[config.mk]
export PLATFORM = sky130hd
export DESIGN_NAME = txd_dma
export DESIGN_NICKNAME = d
export VERILOG_FILES = /design/src/rtl/txd_pkg.sv /design/src/rtl/txd_desc_bank.sv /design/src/rtl/txd_engine.sv /design/src/rtl/txd_irq.sv /design/src/rtl/txd_dma.sv
export SDC_FILE = /design/constraint.sdc
export NUM_CORES = 1
export LEC_CHECK = 0
export ABC_AREA = 1
export CELL_PAD_IN_SITES_DETAIL_PLACEMENT = 2
export CELL_PAD_IN_SITES_GLOBAL_PLACEMENT = 2
export CORE_MARGIN = 4
export CORE_UTILIZATION = 39
export CTS_CLUSTER_SIZE = 25
export DETAILED_ROUTE_END_ITERATION = 16
export DONT_BUFFER_PORTS = 1
export PLACE_DENSITY = 0.86
export SLEW_MARGIN = 20
export SYNTH_ARGS = -nofsm -noshare
export SYNTH_HDL_FRONTEND = slang
export SYNTH_SLANG_ARGS = --single-unit
export TNS_END_PERCENT = 50
[constraint.sdc]
create_clock -name clk -period 4.12 [get_ports clk]
set_input_delay 0.412 -clock clk [delete_from_list [all_inputs] [get_ports clk]]
set_output_delay 0.412 -clock clk [all_outputs]
set_load 0.1 [all_outputs]
[src/rtl/txd_pkg.sv]
package txd_pkg;

  typedef enum logic [2:0] {
    ST_WAIT,
    ST_REQ,
    ST_RSP,
    ST_PUSH,
    ST_MARK,
    ST_REL
  } eng_state_t;

  localparam int unsigned OWN_BIT = 0;
  localparam int unsigned IEN_BIT = 1;
  localparam int unsigned EOF_BIT = 6;

  localparam logic [3:0] RA_CTL   = 4'd0;
  localparam logic [3:0] RA_IE    = 4'd1;
  localparam logic [3:0] RA_DESC0 = 4'd2;
  localparam logic [3:0] RA_NEXT  = 4'd8;
  localparam logic [3:0] RA_ISR   = 4'd9;

endpackage

[src/rtl/txd_desc_bank.sv]
module txd_desc_bank
  import txd_pkg::*;
#(
  parameter int unsigned ADDR_W = 32,
  parameter int unsigned CNT_W  = 16
) (
  input  logic                       clk,
  input  logic                       rst_n,
  input  logic                       wr_en,
  input  logic [3:0]                 wr_addr,
  input  logic [31:0]                wr_data,
  input  logic                       rel_valid,
  input  logic                       rel_sel,
  output logic [1:0][ADDR_W-1:0]     d_addr,
  output logic [1:0][CNT_W-1:0]      d_cnt,
  output logic [1:0][7:0]            d_sts
);

  for (genvar d = 0; d < 2; d++) begin : g_desc
    localparam logic [3:0] BASE = 4'(RA_DESC0 + 4'(3 * d));
    logic              open_wr;
    logic [ADDR_W-1:0] addr_q, addr_n;
    logic [CNT_W-1:0]  cnt_q, cnt_n;
    logic [7:0]        sts_q, sts_n;

    assign open_wr = wr_en && !sts_q[OWN_BIT];

    always_comb begin
      addr_n = addr_q;
      cnt_n  = cnt_q;
      sts_n  = sts_q;
      if (open_wr && wr_addr == BASE)         addr_n = wr_data[ADDR_W-1:0];
      if (open_wr && wr_addr == BASE + 4'd1)  cnt_n  = wr_data[CNT_W-1:0];
      if (open_wr && wr_addr == BASE + 4'd2)  sts_n  = wr_data[7:0];
      if (rel_valid && rel_sel == 1'(d))      sts_n[OWN_BIT] = 1'b0;
    end

    always_ff @(posedge clk or negedge rst_n) begin
      if (!rst_n) begin
        addr_q <= '0;
        cnt_q  <= '0;
        sts_q  <= '0;
      end else begin
        addr_q <= addr_n;
        cnt_q  <= cnt_n;
        sts_q  <= sts_n;
      end
    end

    assign d_addr[d] = addr_q;
    assign d_cnt[d]  = cnt_q;
    assign d_sts[d]  = sts_q;
  end

endmodule

[src/rtl/txd_engine.sv]
module txd_engine
  import txd_pkg::*;
#(
  parameter int unsigned ADDR_W = 32,
  parameter int unsigned CNT_W  = 16
) (
  input  logic                   clk,
  input  logic                   rst_n,
  input  logic                   en,
  input  logic [1:0]             own,
  input  logic [1:0]             eof_flag,
  input  logic [1:0][ADDR_W-1:0] d_addr,
  input  logic [1:0][CNT_W-1:0]  d_cnt,
  output logic                   mem_req_valid,
  input  logic                   mem_req_ready,
  output logic [ADDR_W-1:0]      mem_req_addr,
  input  logic                   mem_rsp_valid,
  input  logic [7:0]             mem_rsp_data,
  output logic                   tx_valid,
  input  logic                   tx_ready,
  output logic [7:0]             tx_data,
  output logic                   tx_eof,
  output logic                   rel_valid,
  output logic                   cur,
  output logic                   waiting
);

  localparam logic [CNT_W-1:0] LAST = CNT_W'(1);

  eng_state_t        st_q, st_n;
  logic              cur_q, cur_n;
  logic [ADDR_W-1:0] ptr_q, ptr_n;
  logic [CNT_W-1:0]  left_q, left_n;
  logic [7:0]        byte_q, byte_n;

  always_comb begin
    st_n   = st_q;
    cur_n  = cur_q;
    ptr_n  = ptr_q;
    left_n = left_q;
    byte_n = byte_q;
    if (!en) begin
      st_n  = ST_WAIT;
      cur_n = 1'b0;
    end else begin
      case (st_q)
        ST_WAIT: if (own[cur_q]) begin
          ptr_n  = d_addr[cur_q];
          left_n = d_cnt[cur_q];
          if (d_cnt[cur_q] == '0) st_n = eof_flag[cur_q] ? ST_MARK : ST_REL;
          else                    st_n = ST_REQ;
        end
        ST_REQ:  if (mem_req_ready) st_n = ST_RSP;
        ST_RSP:  if (mem_rsp_valid) begin
          byte_n = mem_rsp_data;
          st_n   = ST_PUSH;
        end
        ST_PUSH: if (tx_ready) begin
          ptr_n  = ptr_q + ADDR_W'(1);
          left_n = left_q - LAST;
          if (left_q == LAST) st_n = eof_flag[cur_q] ? ST_MARK : ST_REL;
          else                st_n = ST_REQ;
        end
        ST_MARK: if (tx_ready) st_n = ST_REL;
        ST_REL: begin
          cur_n = ~cur_q;
          st_n  = ST_WAIT;
        end
        default: st_n = ST_WAIT;
      endcase
    end
  end

  always_ff @(posedge clk or negedge rst_n) begin
    if (!rst_n) begin
      st_q   <= ST_WAIT;
      cur_q  <= 1'b0;
      ptr_q  <= '0;
      left_q <= '0;
      byte_q <= '0;
    end else begin
      st_q   <= st_n;
      cur_q  <= cur_n;
      ptr_q  <= ptr_n;
      left_q <= left_n;
      byte_q <= byte_n;
    end
  end

  assign mem_req_valid = en && (st_q == ST_REQ);
  assign mem_req_addr  = ptr_q;
  assign tx_valid      = en && (st_q == ST_PUSH || st_q == ST_MARK);
  assign tx_eof        = (st_q == ST_MARK);
  assign tx_data       = (st_q == ST_MARK) ? 8'h00 : byte_q;
  assign rel_valid     = en && (st_q == ST_REL);
  assign cur           = cur_q;
  assign waiting       = en && (st_q == ST_WAIT);

endmodule

[src/rtl/txd_irq.sv]
module txd_irq (
  input  logic       clk,
  input  logic       rst_n,
  input  logic       done_set,
  input  logic       eof_set,
  input  logic       empty_set,
  input  logic       clr_we,
  input  logic [7:0] clr_mask,
  output logic [7:0] isr
);

  logic [7:0] isr_q, isr_n;

  always_comb begin
    isr_n = isr_q & ~(clr_we ? clr_mask : 8'h00);
    if (done_set)  isr_n[0] = 1'b1;
    if (empty_set) isr_n[1] = 1'b1;
    if (eof_set)   isr_n[6] = 1'b1;
    isr_n &= 8'h43;
  end

  always_ff @(posedge clk or negedge rst_n) begin
    if (!rst_n) isr_q <= '0;
    else        isr_q <= isr_n;
  end

  assign isr = isr_q;

endmodule

[src/rtl/txd_dma.sv]
module txd_dma
  import txd_pkg::*;
#(
  parameter int unsigned ADDR_W = 32,
  parameter int unsigned CNT_W  = 16
) (
  input  logic              clk,
  input  logic              rst_n,
  input  logic              cpu_we,
  input  logic [3:0]        cpu_addr,
  input  logic [31:0]       cpu_wdata,
  output logic [31:0]       cpu_rdata,
  output logic              mem_req_valid,
  input  logic              mem_req_ready,
  output logic [ADDR_W-1:0] mem_req_addr,
  input  logic              mem_rsp_valid,
  input  logic [7:0]        mem_rsp_data,
  output logic              tx_valid,
  input  logic              tx_ready,
  output logic [7:0]        tx_data,
  output logic              tx_eof,
  input  logic              fifo_empty,
  output logic              irq
);

  logic                   ctl_en, ctl_en_n;
  logic [1:0]             ie_q, ie_n;
  logic [1:0][ADDR_W-1:0] d_addr;
  logic [1:0][CNT_W-1:0]  d_cnt;
  logic [1:0][7:0]        d_sts;
  logic [1:0]             own, eof_flag;
  logic                   rel_valid, cur, waiting;
  logic                   done_set, eof_set, empty_set;
  logic [7:0]             isr;

  always_comb begin
    ctl_en_n = ctl_en;
    ie_n     = ie_q;
    if (cpu_we && cpu_addr == RA_CTL) ctl_en_n = cpu_wdata[0];
    if (cpu_we && cpu_addr == RA_IE)  ie_n     = cpu_wdata[1:0];
  end

  always_ff @(posedge clk or negedge rst_n) begin
    if (!rst_n) begin
      ctl_en <= 1'b0;
      ie_q   <= '0;
    end else begin
      ctl_en <= ctl_en_n;
      ie_q   <= ie_n;
    end
  end

  txd_desc_bank #(.ADDR_W(ADDR_W), .CNT_W(CNT_W)) i_bank (
    .clk(clk), .rst_n(rst_n),
    .wr_en(cpu_we), .wr_addr(cpu_addr), .wr_data(cpu_wdata),
    .rel_valid(rel_valid), .rel_sel(cur),
    .d_addr(d_addr), .d_cnt(d_cnt), .d_sts(d_sts)
  );

  for (genvar d = 0; d < 2; d++) begin : g_flags
    assign own[d]      = d_sts[d][OWN_BIT];
    assign eof_flag[d] = d_sts[d][EOF_BIT];
  end

  txd_engine #(.ADDR_W(ADDR_W), .CNT_W(CNT_W)) i_engine (
    .clk(clk), .rst_n(rst_n), .en(ctl_en),
    .own(own), .eof_flag(eof_flag), .d_addr(d_addr), .d_cnt(d_cnt),
    .mem_req_valid(mem_req_valid), .mem_req_ready(mem_req_ready),
    .mem_req_addr(mem_req_addr), .mem_rsp_valid(mem_rsp_valid),
    .mem_rsp_data(mem_rsp_data),
    .tx_valid(tx_valid), .tx_ready(tx_ready), .tx_data(tx_data), .tx_eof(tx_eof),
    .rel_valid(rel_valid), .cur(cur), .waiting(waiting)
  );

  assign done_set  = rel_valid && ie_q[0] && d_sts[cur][IEN_BIT];
  assign eof_set   = done_set && d_sts[cur][EOF_BIT];
  assign empty_set = ie_q[1] && waiting && !own[cur] && fifo_empty;

  txd_irq i_irq (
    .clk(clk), .rst_n(rst_n),
    .done_set(done_set), .eof_set(eof_set), .empty_set(empty_set),
    .clr_we(cpu_we && cpu_addr == RA_ISR), .clr_mask(cpu_wdata[7:0]),
    .isr(isr)
  );

  assign irq = |isr;

  always_comb begin
    case (cpu_addr)
      RA_CTL:  cpu_rdata = {31'd0, ctl_en};
      RA_IE:   cpu_rdata = {30'd0, ie_q};
      4'd2:    cpu_rdata = 32'(d_addr[0]);
      4'd3:    cpu_rdata = 32'(d_cnt[0]);
      4'd4:    cpu_rdata = {24'd0, d_sts[0]};
      4'd5:    cpu_rdata = 32'(d_addr[1]);
      4'd6:    cpu_rdata = 32'(d_cnt[1]);
      4'd7:    cpu_rdata = {24'd0, d_sts[1]};
      RA_NEXT: cpu_rdata = {31'd0, cur};
      RA_ISR:  cpu_rdata = {24'd0, isr};
      default: cpu_rdata = '0;
    endcase
  end

endmodule

==> impl_metrics.prom, run 1 <==
# TYPE chip_impl_metric gauge
chip_impl_metric{name="total_power",unit="mW"} 8.10
chip_impl_metric{name="synthesis.instances",unit=""} 1380
chip_impl_metric{name="synth_warnings",unit=""} 0
chip_impl_metric{name="reg2reg_setup_slack",unit="ns"} 1.15
chip_impl_metric{name="antenna_violations_before_repair",unit=""} 1
chip_impl_metric{name="first_pass_grt_wire_length",unit="microns"} 68400
chip_impl_metric{name="drv_slew",unit=""} 0
chip_impl_metric{name="crit_path_max_fanout",unit=""} 24
chip_impl_metric{name="async_flop_share",unit="%"} 100
chip_impl_metric{name="finalSetupViolations",unit=""} 0
chip_impl_metric{name="dpl-instance-area",unit="sq um"} 10400
chip_impl_metric{name="net-switching-power",unit="mW"} 4.28
chip_impl_metric{name="ys_ff_latch",unit=""} 178
chip_impl_metric{name="hold_slack",unit="ns"} -0.354
chip_impl_metric{name="ff_latch_area",unit="sq um"} 4460
chip_impl_metric{name="finalClockSkew",unit="ns"} 0.0123
chip_impl_metric{name="timing.final.crit_share",unit="%"} 73.5
chip_impl_metric{name="dpl.hpwl",unit="microns"} 26700
chip_impl_metric{name="postCtsSetupBuffers",unit=""} 0
chip_impl_metric{name="insertedDiodeCount",unit=""} 0
chip_impl_metric{name="place.detailed.instances",unit=""} 1676
chip_impl_metric{name="postRouteAntennaNets",unit=""} 0
chip_impl_metric{name="highest_cell_delay_on_the_worst_timing_path",unit="ns"} 0.74
chip_impl_metric{name="synthesized_area_fraction_occupied_by_and_or_nand_nor_cells",unit="%"} 27.4
chip_impl_metric{name="power_switching_share",unit="%"} 52.8
chip_impl_metric{name="synthMuxAreaShare",unit="%"} 0.102
chip_impl_metric{name="yosys.cell_types.count",unit=""} 40
chip_impl_metric{name="final_hold_fails",unit=""} 178
chip_impl_metric{name="globalRouteOverflowTotal",unit=""} 0
chip_impl_metric{name="cellLeakagePower",unit="nW"} 5.12
chip_impl_metric{name="synth-seq-area-share",unit="%"} 45.4
chip_impl_metric{name="fillers",unit=""} 2849
chip_impl_info{name="synth_area_leaders",value="dfrtp_1 45%, nand2_1 17%, o21ai_0 8.2%"} 1
chip_impl_info{name="largest_family_of_logic_cells_by_synthesized_area",value="simple AND/OR/NAND/NOR gates"} 1
chip_impl_info{name="cp_cell_sequence",value="inv_1, nor2_1, nand2_2, inv_2, a221oi_1, nand2_1"} 1
chip_impl_info{name="worst-setup-path-type",value="primary input to output pin"} 1
chip_impl_metric{name="via_per_inst",unit=""} 5.94
chip_impl_metric{name="tightest_slew",unit="ns"} 1.18
chip_impl_metric{name="grt_usage",unit="%"} 31.5
chip_impl_metric{name="via_count",unit=""} 10100
chip_impl_metric{name="dp_slack",unit="ns"} 1.17
chip_impl_metric{name="tns",unit="ns"} 0
chip_impl_info{name="cts_tree",value="done"} 1
chip_impl_info{name="worstSetupStartpointType",value="primary input"} 1
chip_impl_metric{name="gp_congestion",unit=""} 0.859
chip_impl_metric{name="placement_rows",unit=""} 57
chip_impl_metric{name="synth_top_area_share",unit="%"} 45.4
chip_impl_info{name="run_status",value="complete, but fails checks"} 1
chip_impl_metric{name="post_synth_instance_area",unit="sq um"} 9800
chip_impl_metric{name="cp.buffers_inverters",unit=""} 2
chip_impl_metric{name="adder_and_majority_cell_fraction_of_the_synthesized_area",unit="%"} 0.383
chip_impl_metric{name="synth_area_per_cell",unit="sq um"} 7.10
chip_impl_metric{name="yosys.area_share.xor_xnor",unit="%"} 1.07
chip_impl_metric{name="slew-limit-headroom",unit="%"} 21.3
chip_impl_info{name="yosysTopAreaCell",value="dfrtp_1"} 1
chip_impl_info{name="clockRootBuffer",value="clkbuf_16"} 1
chip_impl_metric{name="detailedRoute.firstIterationViolations",unit=""} 802
chip_impl_metric{name="seqPwrFrac",unit="%"} 40.7
chip_impl_info{name="violations",value="hold timing"} 1
chip_impl_metric{name="ctsHtreeMaxLevel",unit=""} 4
chip_impl_metric{name="worst-endpoint-arrival",unit="ns"} 2.62
chip_impl_metric{name="die_w",unit="microns"} 167
chip_impl_metric{name="pin_count_of_the_biggest_net_entering_global_routing",unit=""} 179
chip_impl_info{name="rsz0062_at_grt",value="false"} 1
chip_impl_metric{name="synth_compound_area_share",unit="%"} 17.3
chip_impl_metric{name="numPortBuffers",unit=""} 0
chip_impl_metric{name="numnets_final",unit=""} 1425
chip_impl_metric{name="p_per_area",unit="nW/um^2"} 734
chip_impl_metric{name="die_h",unit="microns"} 167
chip_impl_metric{name="critical_path_required",unit="ns"} 3.71
chip_impl_info{name="min-delay-path-class",value="primary input to async pin"} 1
chip_impl_metric{name="area_used_by_multi_input_combinational_logic",unit="sq um"} 4750
chip_impl_metric{name="number_of_global_route_vias_before_repair",unit=""} 11200
chip_impl_metric{name="clock_sinks",unit=""} 178
chip_impl_metric{name="drc",unit=""} 0
chip_impl_metric{name="drt_pass1_iterations",unit=""} 5
chip_impl_metric{name="clock_power_share",unit="%"} 23.1
chip_impl_metric{name="numCtsBuffers",unit=""} 17
chip_impl_metric{name="layout_min_cycle_time",unit="ns"} 3.03
chip_impl_metric{name="power.share.combinational",unit="%"} 36.2
chip_impl_metric{name="cts.clk_slew.worst_paths",unit="ns"} 0.08
chip_impl_info{name="critical_path.endpoint_type",value="output pin"} 1
chip_impl_metric{name="area_growth",unit="%"} 12.6
chip_impl_metric{name="max_freq",unit="GHz"} 0.330
chip_impl_info{name="slowest_stage",value="nand2_1"} 1
chip_impl_info{name="yosys_most_used_dff",value="dfrtp_1"} 1
chip_impl_metric{name="detail_route.wirelength",unit="microns"} 44000
chip_impl_metric{name="setup_ws",unit="ns"} 1.09
chip_impl_metric{name="layoutNonFillerInstCount",unit=""} 1707
chip_impl_metric{name="post_cts_resize_count",unit=""} 0
chip_impl_metric{name="starting_density_of_the_core",unit="%"} 40.0
chip_impl_info{name="final_common_cell",value="nand2_1"} 1
chip_impl_metric{name="dieArea",unit="sq um"} 27700
chip_impl_metric{name="io-pin-count",unit=""} 127
chip_impl_metric{name="clock_insertion_delay_worst_skew",unit="ns"} 0.46
chip_impl_info{name="path_delay_family",value="simple AND/OR/NAND/NOR gates"} 1
chip_impl_metric{name="layout-drive-gt1-share",unit="%"} 8.75
chip_impl_metric{name="synthesis.nets",unit=""} 1434
chip_impl_metric{name="cap_viol_max_count",unit=""} 0
chip_impl_metric{name="cellInternalPower",unit="mW"} 3.82
chip_impl_metric{name="finalCoreUtilization",unit="%"} 45.0
chip_impl_metric{name="worst_ir_drop_vdd",unit="V"} 0.000475
chip_impl_metric{name="post_route_cell_area",unit="sq um"} 11000
chip_impl_metric{name="clock_tree.buffer_depth",unit=""} 2
chip_impl_metric{name="synth_edf_count",unit=""} 0
chip_impl_info{name="layout.cells.most_common_list",value="440 x nand2_1, 177 x dfrtp_1, 147 x nor2_1"} 1
chip_impl_metric{name="wl_per_cell",unit="microns"} 25.8
chip_impl_metric{name="coreArea",unit="sq um"} 24500
-- metal layers --
| metal | vias to the layer above | global-route usage (%) | wire length, microns |
|---|---|---|---|
| met1 | 5207 | 39.9 | 18600 |
| met2 | 379 | 52.0 | 21000 |
| met4 | 2 | 12.8 | 1810 |
| li1 | 4426 | - | - |
| met3 | 128 | 7.63 | 2680 |
| met5 | - | 0 | 20 |
-- Yosys cell counts (2+ instances only) --
cell / instances
nand2_1: 440
dfrtp_1: 178
o21ai_0: 161
nor2_1: 158
inv_1: 126
a21oi_1: 85
nand3_1: 48
buf_2: 33
clkbuf_1: 20
o21ai_1: 14
xor2_1: 11
nor3_1: 10
o2111ai_1: 9
a221oi_1: 8
inv_2: 7
nand2_2: 7
o211ai_1: 7
o22ai_1: 7
a22oi_1: 6
a31oi_1: 6
buf_4: 6
nand3b_1: 4
a211oi_1: 3
clkinv_1: 3
ha_1: 3
nand4_1: 3
nor2_4: 2
o21a_1: 2
or2_2: 2
-- registers in the layout (all words and copies together) (netlist names), 2 cells and up --
signal / cells
i_engine.left_q: 16
i_engine.st_q: 3
ie_q: 2
i_bank.g_desc.addr_q: 64
i_bank.g_desc.cnt_q: 32
i_bank.g_desc.sts_q: 16
i_engine.mem_req_addr: 32
i_irq.isr: 3
i_engine.byte_q: 8
-- power groups by stage --
stage / logic [mW] / registers [mW] / clock network, mW
finish: 2.93 / 3.29 / 1.87
global route: 3.16 / 3.34 / 1.97
CTS: 2.91 / 3.29 / 1.88
detailed placement: 2.79 / 3.28 / 0
global placement: 2.66 / 3.25 / 0
floorplan: 1.65 / 3.62 / 0
-- worst paths after layout --
check / from / endpoint / cells after the start
max in group asynchronous: rst_n / i_engine.cur$_DFFE_PN0P_ / 0
hold reg to reg: i_bank.g_desc[0].sts_q[7]$_DFFE_PN0P_ / i_bank.g_desc[0].sts_q[7]$_DFFE_PN0P_ / 2
min in group clk: fifo_empty / i_irq.isr[1]$_DFF_PN0_ / 2
setup reg to reg: i_engine.cur$_DFFE_PN0P_ / i_engine.st_q[0]$_DFFE_PN0P_ / 11
setup / recovery: cpu_addr[1] / cpu_rdata[6] / 6
hold / removal: rst_n / i_engine.mem_req_addr[6]$_DFFE_PN0P_ / 0
-- kinds of logic (layout without fill, tap and decap cells) --
family	count (synthesis)	count (layout)
flip-flops	178	178
multiplexers	1	1
AND/OR/NAND/NOR	678	678
buffers and inverters	197	200
adder cells (fa/ha/maj)	3	3
AO/OA/AOI/OAI	311	311
XOR/XNOR	12	12
-- area by class of cell --
| type | count | area share (%) |
|---|---|---|
| clock buffers | 18 | 3.98 |
| clock inverters | 13 | 1.80 |
| inverters | 137 | 4.68 |
| multi-input cells | 1005 | 43.0 |
| flip-flops and latches | 178 | 40.4 |
| well taps | 324 | 3.67 |
| repair buffers | 32 | 2.47 |
(Power assumes the default switching activity.)
==> run 2: changes to the inputs <==
CORE_UTILIZATION = 36   (was 39)
PLACE_DENSITY = 0.81   (was 0.86)
clock period = 3 ns   (was 4.12 ns; I/O delays follow)
==> impl_metrics.prom, run 2 (synthesis gave the netlist of run 1 again) <==
# TYPE chip_impl_metric gauge
chip_impl_info{name="run_status",value="complete, but fails checks"} 1
chip_impl_info{name="violations",value="hold timing"} 1
chip_impl_info{name="final_common_cell",value="nand2_1"} 1
chip_impl_metric{name="coreArea",unit="sq um"} 26900
chip_impl_metric{name="worst-endpoint-arrival",unit="ns"} 2.35
chip_impl_metric{name="total_power",unit="mW"} 11.2
chip_impl_metric{name="wl_per_cell",unit="microns"} 23.6
chip_impl_metric{name="die_h",unit="microns"} 173
chip_impl_metric{name="max_freq",unit="GHz"} 0.377
chip_impl_metric{name="tightest_slew",unit="ns"} 0.924
chip_impl_metric{name="numCtsBuffers",unit=""} 17
chip_impl_metric{name="post_cts_resize_count",unit=""} 0
chip_impl_metric{name="first_pass_grt_wire_length",unit="microns"} 67000
chip_impl_metric{name="starting_density_of_the_core",unit="%"} 36.5
chip_impl_metric{name="worst_ir_drop_vdd",unit="V"} 0.000711
chip_impl_metric{name="hold_slack",unit="ns"} -0.459
chip_impl_metric{name="clock_sinks",unit=""} 178
chip_impl_metric{name="gp_congestion",unit=""} 0.851
chip_impl_metric{name="numnets_final",unit=""} 1485
chip_impl_metric{name="detail_route.wirelength",unit="microns"} 42200
chip_impl_metric{name="power_switching_share",unit="%"} 52.7
chip_impl_info{name="worst-setup-path-type",value="register to output pin"} 1
chip_impl_metric{name="grt_usage",unit="%"} 28.1
chip_impl_metric{name="dieArea",unit="sq um"} 29900
chip_impl_metric{name="critical_path_required",unit="ns"} 2.70
chip_impl_metric{name="clock_power_share",unit="%"} 21.6
chip_impl_metric{name="number_of_global_route_vias_before_repair",unit=""} 11200
chip_impl_info{name="layout.cells.most_common_list",value="440 x nand2_1, 177 x dfrtp_1, 147 x nor2_1"} 1
chip_impl_metric{name="dp_slack",unit="ns"} 0.772
chip_impl_info{name="critical_path.endpoint_type",value="output pin"} 1
chip_impl_metric{name="antenna_violations_before_repair",unit=""} 1
chip_impl_metric{name="die_w",unit="microns"} 173
chip_impl_metric{name="pin_count_of_the_biggest_net_entering_global_routing",unit=""} 179
chip_impl_metric{name="seqPwrFrac",unit="%"} 30.6
chip_impl_metric{name="io-pin-count",unit=""} 127
chip_impl_metric{name="timing.final.crit_share",unit="%"} 88.5
chip_impl_metric{name="setup_ws",unit="ns"} 0.346
chip_impl_metric{name="numPortBuffers",unit=""} 0
chip_impl_metric{name="postRouteAntennaNets",unit=""} 0
chip_impl_metric{name="layout-drive-gt1-share",unit="%"} 12.5
chip_impl_info{name="min-delay-path-class",value="primary input to async pin"} 1
chip_impl_metric{name="largest_reg_flops",unit=""} 64
chip_impl_metric{name="power.share.combinational",unit="%"} 47.8
chip_impl_metric{name="finalCoreUtilization",unit="%"} 42.5
chip_impl_metric{name="drt_pass1_iterations",unit=""} 5
chip_impl_metric{name="post_route_cell_area",unit="sq um"} 11400
chip_impl_metric{name="slew-limit-headroom",unit="%"} 38.5
chip_impl_metric{name="cellInternalPower",unit="mW"} 5.29
chip_impl_metric{name="ctsHoldBuffers",unit=""} 1
chip_impl_metric{name="via_per_inst",unit=""} 5.66
chip_impl_metric{name="dpl-instance-area",unit="sq um"} 10800
chip_impl_metric{name="finalClockSkew",unit="ns"} 0.0197
chip_impl_metric{name="layout_min_cycle_time",unit="ns"} 2.65
chip_impl_metric{name="area_growth",unit="%"} 16.5
chip_impl_metric{name="reg2reg_depth",unit=""} 10
chip_impl_metric{name="crit_path_max_fanout",unit=""} 56
chip_impl_metric{name="finalSetupViolations",unit=""} 0
chip_impl_metric{name="globalRouteOverflowTotal",unit=""} 0
chip_impl_info{name="worstSetupStartpointType",value="register"} 1
chip_impl_metric{name="cts.clk_slew.worst_paths",unit="ns"} 0.08
chip_impl_metric{name="ctsHtreeMaxLevel",unit=""} 4
chip_impl_info{name="rsz0062_at_grt",value="false"} 1
chip_impl_metric{name="clock_insertion_delay_worst_skew",unit="ns"} 0.46
chip_impl_metric{name="dpl.hpwl",unit="microns"} 27200
chip_impl_metric{name="final_hold_fails",unit=""} 178
chip_impl_metric{name="cellLeakagePower",unit="nW"} 5.39
chip_impl_info{name="clockRootBuffer",value="clkbuf_16"} 1
chip_impl_info{name="registers.top_by_ff_count",value="i_bank.g_desc.addr_q"} 1
chip_impl_metric{name="via_count",unit=""} 10100
chip_impl_metric{name="drv_slew",unit=""} 0
chip_impl_metric{name="drc",unit=""} 0
chip_impl_metric{name="clock_tree.buffer_depth",unit=""} 2
chip_impl_info{name="cts_tree",value="done"} 1
chip_impl_metric{name="postCtsSetupBuffers",unit=""} 0
chip_impl_metric{name="cap_viol_max_count",unit=""} 0
chip_impl_metric{name="net-switching-power",unit="mW"} 5.88
chip_impl_metric{name="detailedRoute.firstIterationViolations",unit=""} 736
chip_impl_metric{name="placement_rows",unit=""} 60
chip_impl_metric{name="p_per_area",unit="nW/um^2"} 978
## run 2: routing by layer
layer  vias to the layer above  global-route usage (%)  wire, microns  part of all wire, %
li1                       4551                       -              -                    -
met1                      5177                    35.9          18100                   43
met2                       311                    47.2          20500                   48
met3                        74                    6.89           2590                  6.1
met4                         0                    9.11           1130                  2.7
met5                         -                       0              0                    0
## run 2: cell type report
cell class,instances,area (sq um)
flip-flops and latches,178,4460
clock buffers,18,439
repair buffers,92,726
well taps,341,427
multi-input cells,1005,4690
fillers,3190,15500
diodes,1,2.50
inverters,137,517
clock inverters,14,169
## run 2: critical path, cell delays in order, from the launching register on
cell	delay, ns
dfrtp_1	0.43
inv_2	0.09
nand2_1	0.20
inv_2	0.07
nand2_2	0.09
buf_4	0.56
a21oi_2	0.18
buf_4	0.27
## run 2: power groups by stage
stage / Clock [mW] / Combinational [mW] / Sequential, mW
after floorplan: 0 / 2.27 / 4.97
after global routing: 2.55 / 5.71 / 3.49
after CTS: 2.43 / 5.33 / 3.41
after detailed placement: 0 / 5.20 / 3.44
after global placement: 0 / 5.04 / 3.39
final: 2.41 / 5.34 / 3.42
## run 2: final timing paths
| kind | startpoint | to | slack (ns) |
|---|---|---|---|
| min reg2reg | i_bank.g_desc[0].addr_q[8]$_DFFE_PN0P_ | i_bank.g_desc[0].addr_q[8]$_DFFE_PN0P_ | 0.49 |
| max reg2reg | i_engine.left_q[0]$_DFFE_PN0P_ | i_engine.left_q[14]$_DFFE_PN0P_ | 0.67 |
| min | rst_n | i_bank.g_desc[0].addr_q[10]$_DFFE_PN0P_ | -0.46 |
| min in group clk | mem_rsp_data[6] | i_engine.byte_q[6]$_DFFE_PN0P_ | 0 |
| max in group asynchronous | rst_n | i_engine.cur$_DFFE_PN0P_ | 3.22 |
| max | i_engine.st_q[2]$_DFFE_PN0P_ | tx_valid | 0.35 |
## run 2: through the flow
stage | cells | TNS [ns]
floorplan | 1380 | -2.25
global placement | 1752 | 0
detailed placement | 1752 | 0
CTS | 1785 | 0
global route | 1785 | 0
finish | 1786 | 0
